[src/rtl/nrnd_pkg.sv]
package nrnd_pkg;

  localparam int LFSR_W = 15;

  typedef logic [LFSR_W-1:0] lfsr_t;

  typedef enum logic [1:0] {
    LAY_FLAT        = 2'd0,
    LAY_SPLIT       = 2'd1,
    LAY_INTERLEAVED = 2'd2,
    LAY_RSVD        = 2'd3
  } layout_e;

  typedef enum logic [2:0] {
    ST_IDLE = 3'd0,
    ST_LOAD = 3'd1,
    ST_SEEK = 3'd2,
    ST_RUN  = 3'd3,
    ST_PASS = 3'd4
  } fsm_e;

  // single LFSR step: shift right, feedback of bits 0 and 1 into bit 14
  function automatic lfsr_t lfsr_step1(lfsr_t s);
    return {s[0] ^ s[1], s[LFSR_W-1:1]};
  endfunction

  // eight steps, one byte of keystream
  function automatic lfsr_t lfsr_step_byte(lfsr_t s);
    lfsr_t t;
    t = s;
    for (int i = 0; i < 8; i++) t = lfsr_step1(t);
    return t;
  endfunction

endpackage

[src/rtl/nrnd_seed_select.sv]
module nrnd_seed_select
  import nrnd_pkg::*;
#(
  parameter int                        PAGE_W     = 16,
  parameter int                        SEED_COUNT = 1,
  parameter logic [SEED_COUNT*15-1:0]  SEED_TABLE = 15'h4A80
) (
  input  logic [PAGE_W-1:0] page,
  output lfsr_t             seed
);

  generate
    if (SEED_COUNT == 1) begin : g_single
      logic unused_page;
      assign unused_page = ^page;
      assign seed        = SEED_TABLE[14:0];
    end else begin : g_table
      localparam int IDX_W = $clog2(SEED_COUNT);
      logic [IDX_W-1:0] idx;
      assign idx  = IDX_W'(page % PAGE_W'(SEED_COUNT));
      assign seed = SEED_TABLE[idx*15 +: 15];
    end
  endgenerate

endmodule

[src/rtl/nrnd_region_map.sv]
module nrnd_region_map
  import nrnd_pkg::*;
#(
  parameter int COL_W        = 12,
  parameter int PAGE_BYTES   = 256,
  parameter int SPARE_BYTES  = 32,
  parameter int CHUNK_BYTES  = 128,
  parameter int ECC_BYTES    = 8,
  parameter int PREPAD_BYTES = 4,
  parameter int SKIP_W       = 9,
  parameter int LEFT_W       = 9
) (
  input  logic [COL_W-1:0]  col,
  input  layout_e           layout,
  output logic              bypass,
  output logic              use_sub,
  output logic [SKIP_W-1:0] skip,
  output logic [LEFT_W-1:0] left
);

  localparam int unsigned TOTAL     = PAGE_BYTES + SPARE_BYTES;
  localparam int unsigned NBLK      = PAGE_BYTES / CHUNK_BYTES;
  localparam int unsigned SPARE_SEG = ECC_BYTES + 4;
  localparam int unsigned SPLIT_END = PAGE_BYTES + NBLK * SPARE_SEG;
  localparam int unsigned SECT      = CHUNK_BYTES + PREPAD_BYTES + ECC_BYTES;
  localparam int unsigned INTER_END = NBLK * SECT;
  localparam int unsigned WRAP      = 4096;
  localparam int unsigned PAGE_U    = PAGE_BYTES;
  localparam int unsigned CHUNK_U   = CHUNK_BYTES;

  int unsigned c;
  int unsigned r;
  int unsigned l;

  always_comb begin
    c       = 32'(col);
    bypass  = 1'b0;
    use_sub = 1'b0;
    r       = c % WRAP;
    l       = TOTAL - c;
    if (c >= TOTAL) begin
      bypass = 1'b1;
      r      = 0;
      l      = 1;
    end else begin
      case (layout)
        LAY_SPLIT: begin
          if (c < PAGE_U) begin
            r = c % CHUNK_U;
            l = CHUNK_U - r;
          end else if (c < SPLIT_END) begin
            r       = (c - PAGE_U) % SPARE_SEG;
            l       = SPARE_SEG - r;
            use_sub = 1'b1;
          end
        end
        LAY_INTERLEAVED: begin
          if (c < INTER_END) begin
            r = c % SECT;
            l = SECT - r;
            if (r >= CHUNK_U) begin
              r       = r - CHUNK_U;
              use_sub = 1'b1;
            end
          end
        end
        default: ;
      endcase
    end
    skip = SKIP_W'(r);
    left = LEFT_W'(l);
  end

endmodule

[src/rtl/nrnd_lfsr_core.sv]
module nrnd_lfsr_core
  import nrnd_pkg::*;
(
  input  logic  clk,
  input  logic  rst_n,
  input  logic  load_en,
  input  lfsr_t load_val,
  input  logic  step_bit_en,
  input  logic  step_byte_en,
  output lfsr_t state
);

  lfsr_t state_d;

  always_comb begin
    state_d = state;
    if (load_en)           state_d = load_val;
    else if (step_bit_en)  state_d = lfsr_step1(state);
    else if (step_byte_en) state_d = lfsr_step_byte(state);
  end

  always_ff @(posedge clk or negedge rst_n) begin
    if (!rst_n)                                 state <= '0;
    else if (load_en | step_bit_en | step_byte_en) state <= state_d;
  end

endmodule

[src/rtl/nand_page_randomizer.sv]
module nand_page_randomizer
  import nrnd_pkg::*;
#(
  parameter int                        PAGE_W       = 16,
  parameter int                        COL_W        = 12,
  parameter int                        PAGE_BYTES   = 256,
  parameter int                        SPARE_BYTES  = 32,
  parameter int                        CHUNK_BYTES  = 128,
  parameter int                        ECC_BYTES    = 8,
  parameter int                        PREPAD_BYTES = 4,
  parameter int                        BURST_MAX    = 1024,
  parameter int                        SEED_COUNT   = 1,
  parameter logic [SEED_COUNT*15-1:0]  SEED_TABLE   = 15'h4A80
) (
  input  logic              clk,
  input  logic              rst_n,
  input  logic              cfg_valid,
  input  logic              cfg_page_none,
  input  logic [PAGE_W-1:0] cfg_page,
  input  logic [COL_W-1:0]  cfg_column,
  input  logic [1:0]        cfg_layout,
  input  logic              in_valid,
  output logic              in_ready,
  input  logic [7:0]        in_data,
  output logic              out_valid,
  input  logic              out_ready,
  output logic [7:0]        out_data
);

  localparam int TOTAL   = PAGE_BYTES + SPARE_BYTES;
  localparam int SKIP_W  = $clog2(TOTAL);
  localparam int LEFT_W  = $clog2(TOTAL + 1);
  localparam int CNT_W   = $clog2((TOTAL + CHUNK_BYTES) * 8 + 1);
  localparam int BURST_W = $clog2(BURST_MAX + 1);

  // reset: asynchronous assertion, synchronous release
  logic [1:0] rst_sync_q;
  logic       rst_int_n;

  always_ff @(posedge clk or negedge rst_n) begin
    if (!rst_n) rst_sync_q <= 2'b00;
    else        rst_sync_q <= {rst_sync_q[0], 1'b1};
  end
  assign rst_int_n = rst_sync_q[1];

  fsm_e               st_q, st_d;
  logic [COL_W-1:0]   col_q, col_d;
  logic [PAGE_W-1:0]  page_q, page_d;
  layout_e            layout_q, layout_d;
  logic               nopage_q, nopage_d;
  logic [LEFT_W-1:0]  left_q, left_d;
  logic [BURST_W-1:0] burst_q, burst_d;
  logic [CNT_W-1:0]   cnt_q, cnt_d;

  lfsr_t              seed_w;
  lfsr_t              lfsr_w;
  logic               rg_bypass, rg_use_sub;
  logic [SKIP_W-1:0]  rg_skip;
  logic [LEFT_W-1:0]  rg_left;
  logic [CNT_W-1:0]   seek_bytes;
  logic               load_en, step_bit_en, step_byte_en;
  logic               active, fire, run_w;

  nrnd_seed_select #(
    .PAGE_W(PAGE_W), .SEED_COUNT(SEED_COUNT), .SEED_TABLE(SEED_TABLE)
  ) u_seed (
    .page(page_q), .seed(seed_w)
  );

  nrnd_region_map #(
    .COL_W(COL_W), .PAGE_BYTES(PAGE_BYTES), .SPARE_BYTES(SPARE_BYTES),
    .CHUNK_BYTES(CHUNK_BYTES), .ECC_BYTES(ECC_BYTES),
    .PREPAD_BYTES(PREPAD_BYTES), .SKIP_W(SKIP_W), .LEFT_W(LEFT_W)
  ) u_map (
    .col(col_q), .layout(layout_q), .bypass(rg_bypass),
    .use_sub(rg_use_sub), .skip(rg_skip), .left(rg_left)
  );

  nrnd_lfsr_core u_lfsr (
    .clk(clk), .rst_n(rst_int_n), .load_en(load_en), .load_val(seed_w),
    .step_bit_en(step_bit_en), .step_byte_en(step_byte_en), .state(lfsr_w)
  );

  // byte path
  assign run_w     = (st_q == ST_RUN);
  assign active    = (run_w || st_q == ST_PASS) && !cfg_valid;
  assign in_ready  = active && out_ready;
  assign out_valid = active && in_valid;
  assign out_data  = in_data ^ (run_w ? lfsr_w[7:0] : 8'h00);
  assign fire      = in_valid && in_ready;

  // bytes to step: sub-seed derivation plus column offset
  assign seek_bytes = CNT_W'(rg_skip) + (rg_use_sub ? CNT_W'(CHUNK_BYTES) : '0);

  always_comb begin
    st_d         = st_q;
    col_d        = col_q;
    page_d       = page_q;
    layout_d     = layout_q;
    nopage_d     = nopage_q;
    left_d       = left_q;
    burst_d      = burst_q;
    cnt_d        = cnt_q;
    load_en      = 1'b0;
    step_bit_en  = 1'b0;
    step_byte_en = 1'b0;
    if (cfg_valid) begin
      st_d     = ST_LOAD;
      col_d    = cfg_column;
      page_d   = cfg_page;
      layout_d = layout_e'(cfg_layout);
      nopage_d = cfg_page_none;
    end else begin
      case (st_q)
        ST_LOAD: begin
          if (nopage_q || rg_bypass) begin
            st_d = ST_PASS;
          end else begin
            load_en = 1'b1;
            cnt_d   = seek_bytes << 3;
            left_d  = rg_left;
            burst_d = '0;
            st_d    = (seek_bytes == '0) ? ST_RUN : ST_SEEK;
          end
        end
        ST_SEEK: begin
          step_bit_en = 1'b1;
          cnt_d       = cnt_q - 1'b1;
          if (cnt_q == CNT_W'(1)) st_d = ST_RUN;
        end
        ST_RUN: begin
          if (fire) begin
            step_byte_en = 1'b1;
            col_d        = col_q + 1'b1;
            left_d       = left_q - 1'b1;
            burst_d      = burst_q + 1'b1;
            if (left_q == LEFT_W'(1) || burst_q == BURST_W'(BURST_MAX - 1))
              st_d = ST_LOAD;
          end
        end
        ST_PASS: begin
          if (fire) col_d = col_q + 1'b1;
        end
        default: st_d = ST_IDLE;
      endcase
    end
  end

  always_ff @(posedge clk or negedge rst_int_n) begin
    if (!rst_int_n) begin
      st_q     <= ST_IDLE;
      col_q    <= '0;
      page_q   <= '0;
      layout_q <= LAY_FLAT;
      nopage_q <= 1'b1;
      left_q   <= '0;
      burst_q  <= '0;
      cnt_q    <= '0;
    end else begin
      st_q     <= st_d;
      col_q    <= col_d;
      page_q   <= page_d;
      layout_q <= layout_d;
      nopage_q <= nopage_d;
      left_q   <= left_d;
      burst_q  <= burst_d;
      cnt_q    <= cnt_d;
    end
  end

endmodule

[config.mk]
export PLATFORM = sky130hd
export DESIGN_NAME = nand_page_randomizer
export DESIGN_NICKNAME = d
export VERILOG_FILES = /design/src/rtl/nrnd_pkg.sv /design/src/rtl/nrnd_seed_select.sv /design/src/rtl/nrnd_region_map.sv /design/src/rtl/nrnd_lfsr_core.sv /design/src/rtl/nand_page_randomizer.sv
export SDC_FILE = /design/constraint.sdc
export NUM_CORES = 1
export LEC_CHECK = 0
export BUFFER_PORTS_ARGS = -buffer_cell sky130_fd_sc_hd__clkbuf_2
export CAP_MARGIN = 30
export CORE_MARGIN = 1.5
export CORE_UTILIZATION = 45
export CTS_BUF_LIST = sky130_fd_sc_hd__clkbuf_4 sky130_fd_sc_hd__clkbuf_8 sky130_fd_sc_hd__clkbuf_16
export DETAILED_ROUTE_END_ITERATION = 16
export SLEW_MARGIN = 0
export SYNTH_ARGS = -nofsm -noshare
export SYNTH_HDL_FRONTEND = slang
export SYNTH_SLANG_ARGS = --single-unit
[constraint.sdc]
create_clock -name clk -period 5.95 [get_ports clk]
set_clock_uncertainty 0.1 [all_clocks]
set_input_delay 0.2975 -clock clk [delete_from_list [all_inputs] [get_ports clk]]
set_output_delay 0.2975 -clock clk [all_outputs]
set_load 0.01 [all_outputs]
# [Yosys cells after proc, flatten, opt, wreduce, memory -nomap -nowiden]
# Index checks and enable logic that the tools add are counted.
[word_totals] ff_bits=67 output_inout_bits=10 in_bits=44 mem_bits_ro=0 wordCells=122 latchBits=0 ram_bits=0 memories=0
[op_classes] shift=0 multipliers=0 n_eq_ne=15 bitwise=12 add_sub_neg=11 reduce_logical=20 order_cmp=4 div=2 muxes=49
[op_table] cell="2-to-1 mux 9 bit" n=11
[op_table] cell="one-hot mux 9 bit (2 select lines)" n=3
[op_table] cell="2-to-1 mux 12 bit" n=4
[op_table] cell="2-to-1 mux 15 bit" n=3
[op_table] cell="greater-or-equal comparator 32 x 8 -> 1 bit (second input constant)" n=1
[op_table] cell="remainder unit 12 x 8 -> 32 bit (second input constant)" n=1
[op_table] cell="remainder unit 32 x 4 -> 32 bit (second input constant)" n=1
[op_table] cell="less-than comparator 12 x 9 -> 1 bit (second input constant)" n=2
[op_table] cell="one-hot mux 12 bit (2 select lines)" n=1
[op_table] cell="2-to-1 mux 11 bit" n=2
[op_table] cell="one-hot mux 11 bit (2 select lines)" n=1
[op_table] cell="2-to-1 mux 8 bit" n=2
[op_table] cell="2-to-1 mux 1 bit" n=15
[op_table] cell="2-to-1 mux 3 bit" n=5
[op_table] cell="subtractor 12 x 9 -> 13 bit (second input constant)" n=1
[op_table] cell="adder 12 x 1 -> 12 bit (second input constant)" n=1
[op_table] cell="equality test 12 x 1 -> 1 bit (second input constant)" n=1
[op_table] cell="greater-or-equal comparator 12 x 9 -> 1 bit (second input constant)" n=1
[op_table] cell="logical NOT 12 bit" n=1
[op_table] cell="one-hot mux 3 bit (4 select lines)" n=1
[op_table] cell="subtractor 12 x 1 -> 12 bit (second input constant)" n=1
[op_table] cell="adder 11 x 1 -> 11 bit (second input constant)" n=1
[op_table] cell="equality test 11 x 10 -> 1 bit (second input constant)" n=1
[op_table] cell="adder 9 x 8 -> 10 bit" n=1
[op_table] cell="29 further kinds" n=51

# [Logic depth before layout (Yosys ltp)]
# Gate-level depths: netlist of run 1.
[logic_depth] depth_word=13 depth_mapped=31 depth_no_buf=27

# [By module]
# A second synthesis of run 1 with hierarchy kept.
[unflattened] cells_unflattened=1029 area_unflattened_um2=8141.6
[by_module_without_submodules] mod="nand_page_randomizer" n_inst=1 area_each_um2=3802.4 cells_per_inst=397 seq_area_each_um2=1702.9
[by_module_without_submodules] mod="nrnd_region_map" n_inst=1 area_each_um2=3228.1 cells_per_inst=515 seq_area_each_um2=0.0
[by_module_without_submodules] mod="nrnd_lfsr_core" n_inst=1 area_each_um2=991.0 cells_per_inst=100 seq_area_each_um2=375.4
[by_module_without_submodules] mod="nrnd_seed_select" n_inst=1 area_each_um2=120.1 cells_per_inst=17 seq_area_each_um2=0.0

# [Least setup slack after synthesis of run 1]
# Ideal clock, no wire load.
[synth_path] kind="flip-flop to flip-flop" start="reg col_q[8]" end="reg st_q[0]" t_arrival_ns=5.896 setup_time_ns=0.076 required_time_ns=5.774 path_stages_with_launch=28 path_slack_ns=-0.122 n_path_buf=3 period_less_slack_ns=6.072 cell_sequence="dfrtp_1 > buf_2 > clkinv_1 > ha_1 > and2b_1 > o221a_2 > or4_1 > o211a_1 > or2_0 > buf_2 > o31a_1 > buf_4 > mux2i_4 > a21oi_2 > o31ai_1 > a21oi_2 > xor2_1 > nand2_1 > a21oi_1 > o22ai_1 > a211oi_1 > o21ai_0 > a21boi_0 > ha_1 > and4b_1 > and4_1 > o2111ai_1 > o21ai_1"
[synth_between] elab_chain_cells=13 word_cells_on_any_way=29 cone_classes="add/sub: 3; div: 2; order compare: 4; mux: 18; reduce/logical: 2"
[synth_rtl] element="start, declared" line_no="nand_page_randomizer.sv:47" rtl="logic [COL_W-1:0] col_q, col_d;"
[synth_rtl] element="start signal, assigned" line_no="nand_page_randomizer.sv:161" rtl="col_q <= col_d;"
[synth_rtl] element="branches (longest 10 deep; another with remainder unit 32 x 4 -> 32 bit)"
[synth_rtl] element="2-to-1 mux 3 bit *" line_no="nand_page_randomizer.sv:116" rtl="if (nopage_q || rg_bypass) begin"
[synth_rtl] element="one-hot mux 3 bit (4 select lines) *" line_no="nand_page_randomizer.sv:114" rtl="case (st_q)"
[synth_rtl] element="2-to-1 mux 3 bit *" line_no="nand_page_randomizer.sv:107" rtl="if (cfg_valid) begin"
[synth_rtl] element="end signal, assigned" line_no="nand_page_randomizer.sv:160" rtl="st_q <= st_d;"
[synth_rtl] element="end, declared" line_no="nand_page_randomizer.sv:46" rtl="fsm_e st_q, st_d;"
# Mark *: on every way between the ends.
# A chain may end at the register's enable or synchronous reset.

# [Worst setup path in the final report of run 1]
# Same ends and word-level chain as after synthesis.

==> results of run 1 <==
-- worst paths after layout --
path | start | to | slack (ns) | cells past startpoint
max | col_q[8] | st_q[0] | 0.27 | 24
min | cfg_column[5] | col_q[5] | 0.07 | 3
max reg2reg | col_q[8] | st_q[0] | 0.27 | 24
min reg2reg | rst_sync_q[0] | rst_sync_q[1] | 0.25 | 0
max in group asynchronous | rst_sync_q[1] | cnt_q[7] | 4.86 | 1
min in group asynchronous | rst_n | rst_sync_q[0] | 0.18 | 2
-- metal layers --
metal  GRT usage [%]  vias to the layer above  routed length (microns)
met5               0                        -                        0
met4            7.02                        0                      273
met3            2.40                       21                     1190
met2            37.6                      243                     8730
met1            39.7                     3448                    10100
li1                -                     3592                        -
-- metrics by stage --
| step | instances | cell area (sq um) | setup slack [ns] | total power, mW | setup TNS [ns] |
|---|---|---|---|---|---|
| 3_3_place_gp | 1167 | 7610 | 0.0662 | 2.08 | 0 |
| 6_report | 1187 | 8180 | 0.273 | 2.77 | 0 |
| 3_5_place_dp | 1167 | 7610 | -0.0395 | 2.09 | -0.0395 |
| 5_1_grt | 1187 | 8180 | -0.0225 | 2.96 | -0.0225 |
| 4_1_cts | 1183 | 7950 | 0.0312 | 2.68 | 0 |
| 2_1_floorplan | 927 | 6900 | 0.0639 | 1.65 | 0 |
-- area by class of cell --
cell class / count / area, sq um
Sequential cell: 67 / 1680
Clock buffer: 9 / 225
Fill cell: 1483 / 6910
Inverter: 25 / 95.1
Tap cell: 188 / 235
Multi-Input combinational cell: 779 / 5100
Timing Repair Buffer: 113 / 758
Clock inverter: 6 / 90.1
-- kinds of logic (layout without fill, tap and decap cells) --
family	Yosys count	after routing	synth area share, %
muxes	20	20	3.32
and+or+nand+nor	382	382	26.4
xor gates and xnor gates	39	39	5.29
AOI/OAI and AO/OA	316	316	31.9
adders and majority gates	21	21	3.71
other	1	1	0.0544
DFF	67	67	24.4
buffers and inverters	81	153	4.94
-- critical path, stage by stage (launching register included) --
cell	delay, ns
dfrtp_1	0.36
clkinv_2	0.08
ha_1	0.20
and2b_1	0.16
o221a_2	0.29
o41ai_2	0.51
a211o_4	0.26
mux2_4	0.32
o2111ai_4	0.29
a21boi_4	0.31
a21oi_4	0.12
buf_4	0.15
a211o_1	0.22
and4_2	0.29
nor4_2	0.28
a21oi_1	0.06
o22ai_1	0.16
a211oi_1	0.10
o21ai_1	0.23
a21boi_1	0.12
ha_1	0.32
and4b_1	0.24
and4_1	0.16
o2111ai_1	0.10
o21ai_1	0.15
-- cells in the mapped netlist (5+ instances only) --
cell	n
a211oi_1	8
a21o_1	5
a21oi_1	57
a221o_1	5
a221oi_1	6
a311oi_1	8
a31oi_1	18
a32oi_1	6
and2_1	13
and3_1	16
buf_1	6
buf_2	5
clkbuf_1	39
dfrtp_1	66
ha_1	18
inv_1	19
mux2_2	5
mux2i_1	11
nand2_1	139
nand2b_1	11
nand3_1	26
nand4_1	6
nor2_1	87
nor2b_1	5
nor3_1	31
nor3b_1	5
nor4_1	12
o211ai_1	12
o21ai_0	88
o21ai_1	6
o221ai_1	6
o22ai_1	12
o311ai_0	8
o31ai_1	11
or2_2	5
xnor2_1	29
xor2_1	7
-- cell usage in the layout, fill, tap and decap left out, types with 17 or more instances in the layout --
master    instances
nor3_1           26
inv_1            18
nor2_1           86
a31oi_1          18
xnor2_1          29
o21ai_0          85
a21oi_1          56
buf_4            75
clkbuf_2         37
dfrtp_1          64
nand2_1         139
nand3_1          25
ha_1             17
-- power by group through the flow --
stage | Sequential (mW) | Combinational [mW] | Clock, mW
after floorplan | 0.613 | 1.04 | 0
after global placement | 0.635 | 1.45 | 0
after detailed placement | 0.635 | 1.45 | 0
after CTS | 0.628 | 1.47 | 0.585
after global routing | 0.645 | 1.72 | 0.598
final | 0.630 | 1.57 | 0.573
-- state kept, by name (all words and copies together) (netlist names) --
name / count
nopage_q: 1
st_q: 3
burst_q: 11
left_q: 9
layout_q: 2
rst_sync_q: 2
u_lfsr.state: 15
col_q: 12
cnt_q: 12
-- repair_timing --
item,in CTS,in global routing
setup endpoints to repair,1,5
pin swaps,0,8
hold endpoints to repair,2,0
setup buffers,0,4
hold buffers,1,0
resized for setup,3,43
==> metrics.txt, run 1 <==
outcome=complete, no violations; Synth area leaders=dfrtp_1, nand2_1, o21ai_0, nor2_1, a21oi_1; Crit path required time=6.11 ns; die span in y=127 microns; FF+latch count, synth=67; Synth top area share=24.0%; type of origin of the critical path=flop; Crit Path Max Fanout=6; Clock power frac=20.6%; Die ar.=16100 sq um; DRC Markers=0; Initial Util=45.7%; Net Count, Synth=989; net switching power=1.21 mW; Sequential Power Share=22.7%; fin util=54.2%; cell accounting for the most synthesized area=dfrtp_1; largest net degree at the start of global routing=66; Cell variety after synth=101; synthesized area=6890 sq um; drt wl/cell=17.1 microns; # diodes=0; Post-synth EDFFs=0; Synth Flop Type=dfrtp_1; Min Hold Slack=0.0737 ns; Switching Share=43.5%; share of flip-flops with an asynchronous set or reset=100%; number of global-route vias before repair=6560; Peak Freq=176 MHz; CTS H-tree lvls=3; routed vias/inst=6.15; Slew @ Worst Pin=0.952 ns; sequential share of the synthesized area=24.4%; worst ir drop on vdd=0.000235 V; ANT nets after route=0; CORE AREA=15100 sq um; CTS tree=built; num ports=54; Leakage=3.32 nW; Clock Sinks=67; layout cell share with drive strength beyond 1=21.0%; crit path time final=5.68 ns; Slew headroom=36.6%; WL final=20300 microns; CP arrival=5.84 ns; initial antenna violation count=0; CTS Buffer Depth=2; GRT Util Overall=25.6%; DRT iter0 DRCs=571; logic gate share of total power=56.6%; Syn Inst Count=927; GP Congestion=0.894; PortBufs=37; hold crit path type=in -> reg; DP HPWL=14600 microns; final-report setup violation count=0; CP Capture Type=flop; Worst-Skew Late Latency=0.34 ns; DR vias=7304; critical path type=reg -> reg; Power Dens Cells=339 nW/um^2; design internal power=1.57 mW; gr ovfl total=0; Final Cycle Share=95.4%; Synthesis Warnings=0; DIE WIDTH=127 microns; Fin. Hold Viols=0; syn_area_per_cell=7.43 sq um; Area Overhead vs Synth=18.8%; CTS buffer count=9; CTS root buffer=clkbuf_16; Initial DRT Pass Iterations=5; Final Max Slew Viols=0; clock-pin slew on the worst setup and hold paths=0.06 ns; first-pass GRT wire length=33700 microns; FP Rows=45; Layout Nets=1057; Max Cap Violations=0
No activity file was read; power rests on OpenSTA's default activity.
==> run 2: changes to the inputs <==
Settings changed: HOLD_SLACK_MARGIN from default to 0.08, PLACE_DENSITY from default to 0.63.
==> metrics.txt, run 2 (synthesis gave the netlist of run 1 again) <==
DR vias=7260; logic gate share of total power=55.6%; WL final=20100 microns; Peak Freq=178 MHz; cell mode on critical path=ha_1; Power Total=2.73 mW; Power Dens Cells=338 nW/um^2; CTS tree=built; CTS root buffer=clkbuf_16; Worst-Skew Late Latency=0.33 ns; slowest CP cell=a2111oi_4; DRC Markers=0; fin util=53.7%; top layer reached by signal wires=met4; Initial DRT Pass Iterations=5; Slew @ Worst Pin=0.961 ns; GRT Util Overall=25.6%; initial antenna violation count=0; Clock power frac=21.3%; routed vias/inst=6.15; Slew headroom=35.9%; CP arrival=5.78 ns; Max Cap Violations=0; die span in y=127 microns; worst ir drop on vdd=0.000213 V; crit path time final=5.61 ns; critical path type=reg -> reg; commonest non-fill, non-tap cells in the layout=nand2_1, nor2_1, o21ai_0; number of global-route vias before repair=6668; Largest regs=u_lfsr.state x15, cnt_q x12, col_q x12; gr ovfl total=0; Die ar.=16100 sq um; slowest cell delay on critical path=0.42 ns; ANT nets after route=0; FP Rows=45; Metal-1 WL=9940 microns; drt wl/cell=17.1 microns; GP Congestion=0.898; CP top delay family=compound AO/OA/AOI/OAI gates; met2 routed WL=8850 microns; Switching Share=43.6%; # diodes=0; Final Max Slew Viols=0; CTS H-tree lvls=3; first-pass GRT wire length=33900 microns; DR WL met3=1140 microns; dpl ws=-0.000815 ns; DP HPWL=14800 microns; Initial Util=45.7%; Crit path required time=6.11 ns; final-report setup violation count=0; PortBufs=37; Fin. Hold Viols=0; Sequential Power Share=23.1%; hold crit path type=in -> reg; type of origin of the critical path=flop; Crit Path Max Fanout=6; commonest non-fill, non-tap cell in the layout=nand2_1; Clock Sinks=67; CTS Buffer Depth=2; Most flops, register=u_lfsr.state; Layout Nets=1049; design internal power=1.54 mW; Final Cycle Share=94.4%; net switching power=1.19 mW; CORE AREA=15100 sq um; CTS buffer count=9; DRT iter0 DRCs=525; num ports=54; DIE WIDTH=127 microns; outcome=complete, no violations; setup ws final=0.335 ns; largest net degree at the start of global routing=66; Leakage=3.27 nW; Largest register FFs=15; Area Overhead vs Synth=17.5%; CP Capture Type=flop; CP Buf/Inv Count=2; layout cell share with drive strength beyond 1=19.5%; clock-pin slew on the worst setup and hold paths=0.06 ns
run 2: worst reg2reg max path, cell delays in order, from the launching register on:
cell and delay (ns):
dfrtp_1 0.38, inv_2 0.09, ha_1 0.16, buf_4 0.15, nand2b_1 0.13, a2111oi_4 0.42, o41ai_4 0.18, a211o_4 0.42
nor3b_2 0.19, o31a_1 0.37, mux2i_4 0.22, a21oi_2 0.31, o41ai_1 0.13, nor3_1 0.38, a31o_4 0.17, nor4_2 0.04
a21oi_1 0.14, o22ai_1 0.11, a211oi_2 0.30, o21ai_2 0.09, a21boi_2 0.17, ha_1 0.26, and4b_1 0.23, and4_1 0.17
o2111ai_1 0.11, o21ai_1 0.14
run 2: area by class of cell:
type | instances | area [sq um]
fill | 1495 | 6990
multi-input combinational | 779 | 5050
sequential | 67 | 1680
timing repair buffer | 105 | 716
tap | 188 | 235
clock buffer | 10 | 233
inverter | 25 | 95.1
clock inverter | 6 | 90.1
run 2: routing by layer:
metal	track usage, %	vias to the layer above
met3	1.86	21
met5	0	-
met2	39.0	241
met1	39.4	3424
li1	-	3574
met4	5.75	0
run 2: stage by stage:
stage	instance area (sq um)	cells	hold WS [ns]	setup TNS [ns]
after floorplan	6900	927	-0.0981	0
after global placement	7570	1160	-0.0109	0
after detailed placement	7570	1160	-0.0118	-0.000815
after CTS	7920	1179	0.0804	0
after global routing	8100	1180	0.118	-0.0224
final	8100	1180	0.0809	0
run 2: power by group through the flow:
stage	registers (mW)	logic (mW)	clock network (mW)
5_1_grt	0.645	1.67	0.607
2_1_floorplan	0.613	1.04	0
6_report	0.631	1.52	0.582
3_3_place_gp	0.636	1.44	0
4_1_cts	0.629	1.45	0.589
3_5_place_dp	0.637	1.44	0
run 2: timing repair:
action,in CTS,in global routing
buffers inserted,0,1
hold buffers,3,0
endpoints found under the setup margin,1,9
gates resized for setup,1,34
endpoints found under the hold margin,4,0
pin swaps,0,7
gates cloned,0,0
run 2: worst paths after layout:
check                         startpoint            end  slack (ns)  cells after the start
max                             col_q[9]        st_q[0]        0.34                     25
min                        cfg_column[7]       col_q[7]        0.08                      3
max reg2reg                     col_q[9]        st_q[0]        0.34                     25
min reg2reg                rst_sync_q[0]  rst_sync_q[1]        0.26                      0
max in group asynchronous  rst_sync_q[1]     burst_q[8]        4.85                      1
min in group asynchronous          rst_n  rst_sync_q[1]        0.19                      2
==> run 3: changes to the inputs <==
Settings changed: ABC_AREA from default to 1.
==> metrics.txt, run 3 <==
outcome=complete, no violations; Initial Util=46.0%; Final Cycle Share=94.1%; die span in y=125 microns; DP HPWL=13200 microns; Synth area leaders=dfrtp_1, nand2_1, inv_1, o21ai_0, nand3_1; Die ar.=15600 sq um; design internal power=1.88 mW; Syn Inst Count=1046; Slew headroom=41.9%; FF+latch count, synth=67; DRT iter0 DRCs=541; layout cell share with drive strength beyond 1=19.9%; PortBufs=37; CTS Buffer Depth=2; fraction of synthesized area in multiplexers=0%; Post-synth EDFFs=0; GRT Util Overall=23.7%; DRC Markers=0; Power Total=3.64 mW; GP Congestion=0.945; CP arrival=5.76 ns; Synth top area share=24.7%; Area Overhead vs Synth=21.9%; commonest non-fill, non-tap cell in the layout=nand2_1; hold depth=3; DR vias=7226; Metal-1 WL=9070 microns; syn_area_per_cell=6.40 sq um; CTS tree=built; cell accounting for the most synthesized area=dfrtp_1; share of flip-flops with an asynchronous set or reset=100%; fin util=56.1%; crit path time final=5.60 ns; net switching power=1.76 mW; Synth Area in XOR/XNOR=4.97%; hold crit path type=in -> reg; R2R cell count=41; Largest regs=u_lfsr.state x15, cnt_q x12, col_q x12; Leakage=3.92 nW; Layout Nets=1191; critical path type=reg -> reg; Synth Area in Compound Gates=19.5%; first-pass GRT wire length=31000 microns; Crit path required time=6.11 ns; CORE AREA=14500 sq um; synthesized area=6690 sq um; drt wl/cell=14.4 microns; WL final=18900 microns; crit path from=col_q[9]; dpl ws=0.0137 ns; setup ws final=0.352 ns; commonest non-fill, non-tap cells in the layout=nand2_1, inv_1, o21ai_0; Sequential Power Share=19.8%; met2 routed WL=8770 microns; Peak Freq=179 MHz; post-synthesis adder-cell area fraction=3.37%; Synth Flop Type=dfrtp_1; number of global-route vias before repair=6423; flop2flop setup slack=0.35 ns; sequential share of the synthesized area=25.1%; Worst Setup EP=st_q[0]; worst ir drop on vdd=0.000210 V; final-report setup violation count=0; CP top delay family=simple AND/OR/NAND/NOR gates; top cells by instance count after synthesis=nand2_1, inv_1, o21ai_0; # diodes=0; gr ovfl total=0; Clock Sinks=67; filler cell count=1472; type of origin of the critical path=flop; Net Count, Synth=1108; DR WL met3=791 microns; CP Buf/Inv Count=5; CP Capture Type=flop; logic gate share of total power=64.1%; DIE WIDTH=125 microns; reg2reg start=col_q[9]; Synthesis Warnings=0; cell mode on critical path=nand2_4; most numerous cell in the Yosys netlist=nand2_1; worst reg2reg path endpoint=st_q[0]; initial antenna violation count=0; num ports=54; Largest register FFs=15; Levels on crit path=41; Switching Share=48.4%; routed vias/inst=5.49; Clock power frac=16.1%; CTS root buffer=clkbuf_16; FP Rows=44; Fin. Hold Viols=0; Cell variety after synth=56; slowest cell delay on critical path=0.41 ns; Simple-Gate Fraction of Synth Area=36.7%; Slew @ Worst Pin=0.871 ns; Initial DRT Pass Iterations=7; slowest CP cell=dfrtp_1; Final Max Slew Viols=0; main combinational cell family by area after synthesis=simple AND/OR/NAND/NOR gates; CTS buffer count=9; setup TNS=0 ns; top layer reached by signal wires=met4; Power Dens Cells=446 nW/um^2; Worst-Skew Late Latency=0.34 ns; largest net degree at the start of global routing=66; Max Cap Violations=0; Most flops, register=u_lfsr.state; clock-pin slew on the worst setup and hold paths=0.06 ns; CTS H-tree lvls=3; ANT nets after route=0; Crit Path Max Fanout=8
## run 3: cell types whose count changed after synthesis, sizes merged, moves of 11 or more
cell / before / now
nand2: 140 / 265
inv: 22 / 139
nand3: 27 / 83
nand4: 6 / 39
nor3: 35 / 19
xnor2: 31 / 15
xor2: 8 / 23
and3: 16 / 2
and2: 13 / 0
clkbuf: 39 / 26
mux2i: 13 / 0
a31oi: 19 / 8
nand2b: 11 / 0
nor2: 87 / 98
## run 3: timing repair
action | 4_1_cts | 5_1_grt
hold endpoints to repair | 4 | 0
buffers inserted | 1 | 42
setup endpoints to repair | 1 | 3
gates cloned | 0 | 1
hold buffers | 3 | 0
pin swaps | 1 | 49
gates resized for setup | 0 | 74
## run 3: metal layers
metal / vias to the layer above / global-route usage (%)
li1: 3682 / -
met1: 3349 / 33.9
met2: 174 / 38.0
met3: 21 / 3.72
met4: 0 / 5.08
met5: - / 0
## run 3: worst min-delay path: cells and delay by family
| family | cells | cell delay [ns] |
|---|---|---|
| buf+inv | 1 | 0.09 |
| compound gates | 1 | 0.06 |
| simple gates | 1 | 0.04 |
## run 3: stage by stage
step / cell area (sq um) / hold WS [ns] / std cells
after floorplan: 6690 / -0.0981 / 1046
after global placement: 7120 / -0.0145 / 1254
after detailed placement: 7130 / -0.0141 / 1255
after CTS: 7500 / 0.0910 / 1274
after global routing: 8160 / 0.114 / 1317
final: 8160 / 0.0995 / 1317
## run 3: worst min-delay path by stage
stage	from	endpoint	slack (ns)
final	cfg_layout[0]	layout_q[0]	0.1
after global routing	cfg_layout[0]	layout_q[0]	0.11
after CTS	cfg_layout[0]	layout_q[0]	0.09
after detailed placement	rst_n	rst_sync_q[0]	-0.01
after global placement	rst_n	rst_sync_q[0]	-0.01
after floorplan	rst_n	rst_sync_q[0]	-0.1
## run 3: power by group through the flow
stage / Combinational, mW / Sequential, mW / Clock [mW]
after global routing: 2.63 / 0.742 / 0.614
after CTS: 1.95 / 0.715 / 0.597
after floorplan: 1.55 / 0.691 / 0
after detailed placement: 1.90 / 0.722 / 0
final: 2.33 / 0.720 / 0.587
after global placement: 1.88 / 0.721 / 0
## run 3: kinds of logic (layout without fill, tap and decap cells)
family,Yosys count,after routing
buf+inv,178,264
simple gates,515,516
compound gates,229,229
flops,67,67
other cells,1,1
fa+ha+maj,18,18
xor+xnor,38,38
## run 3: layout make-up
class | count | area [sq um] | area share [%]
clock buffers | 10 | 239 | 2.93
clock inverters | 5 | 85.1 | 1.04
inverters | 143 | 542 | 6.64
multi-input cells | 802 | 4640 | 56.9
flip-flops and latches | 67 | 1680 | 20.6
well taps | 184 | 230 | 2.82
repair buffers | 106 | 743 | 9.11
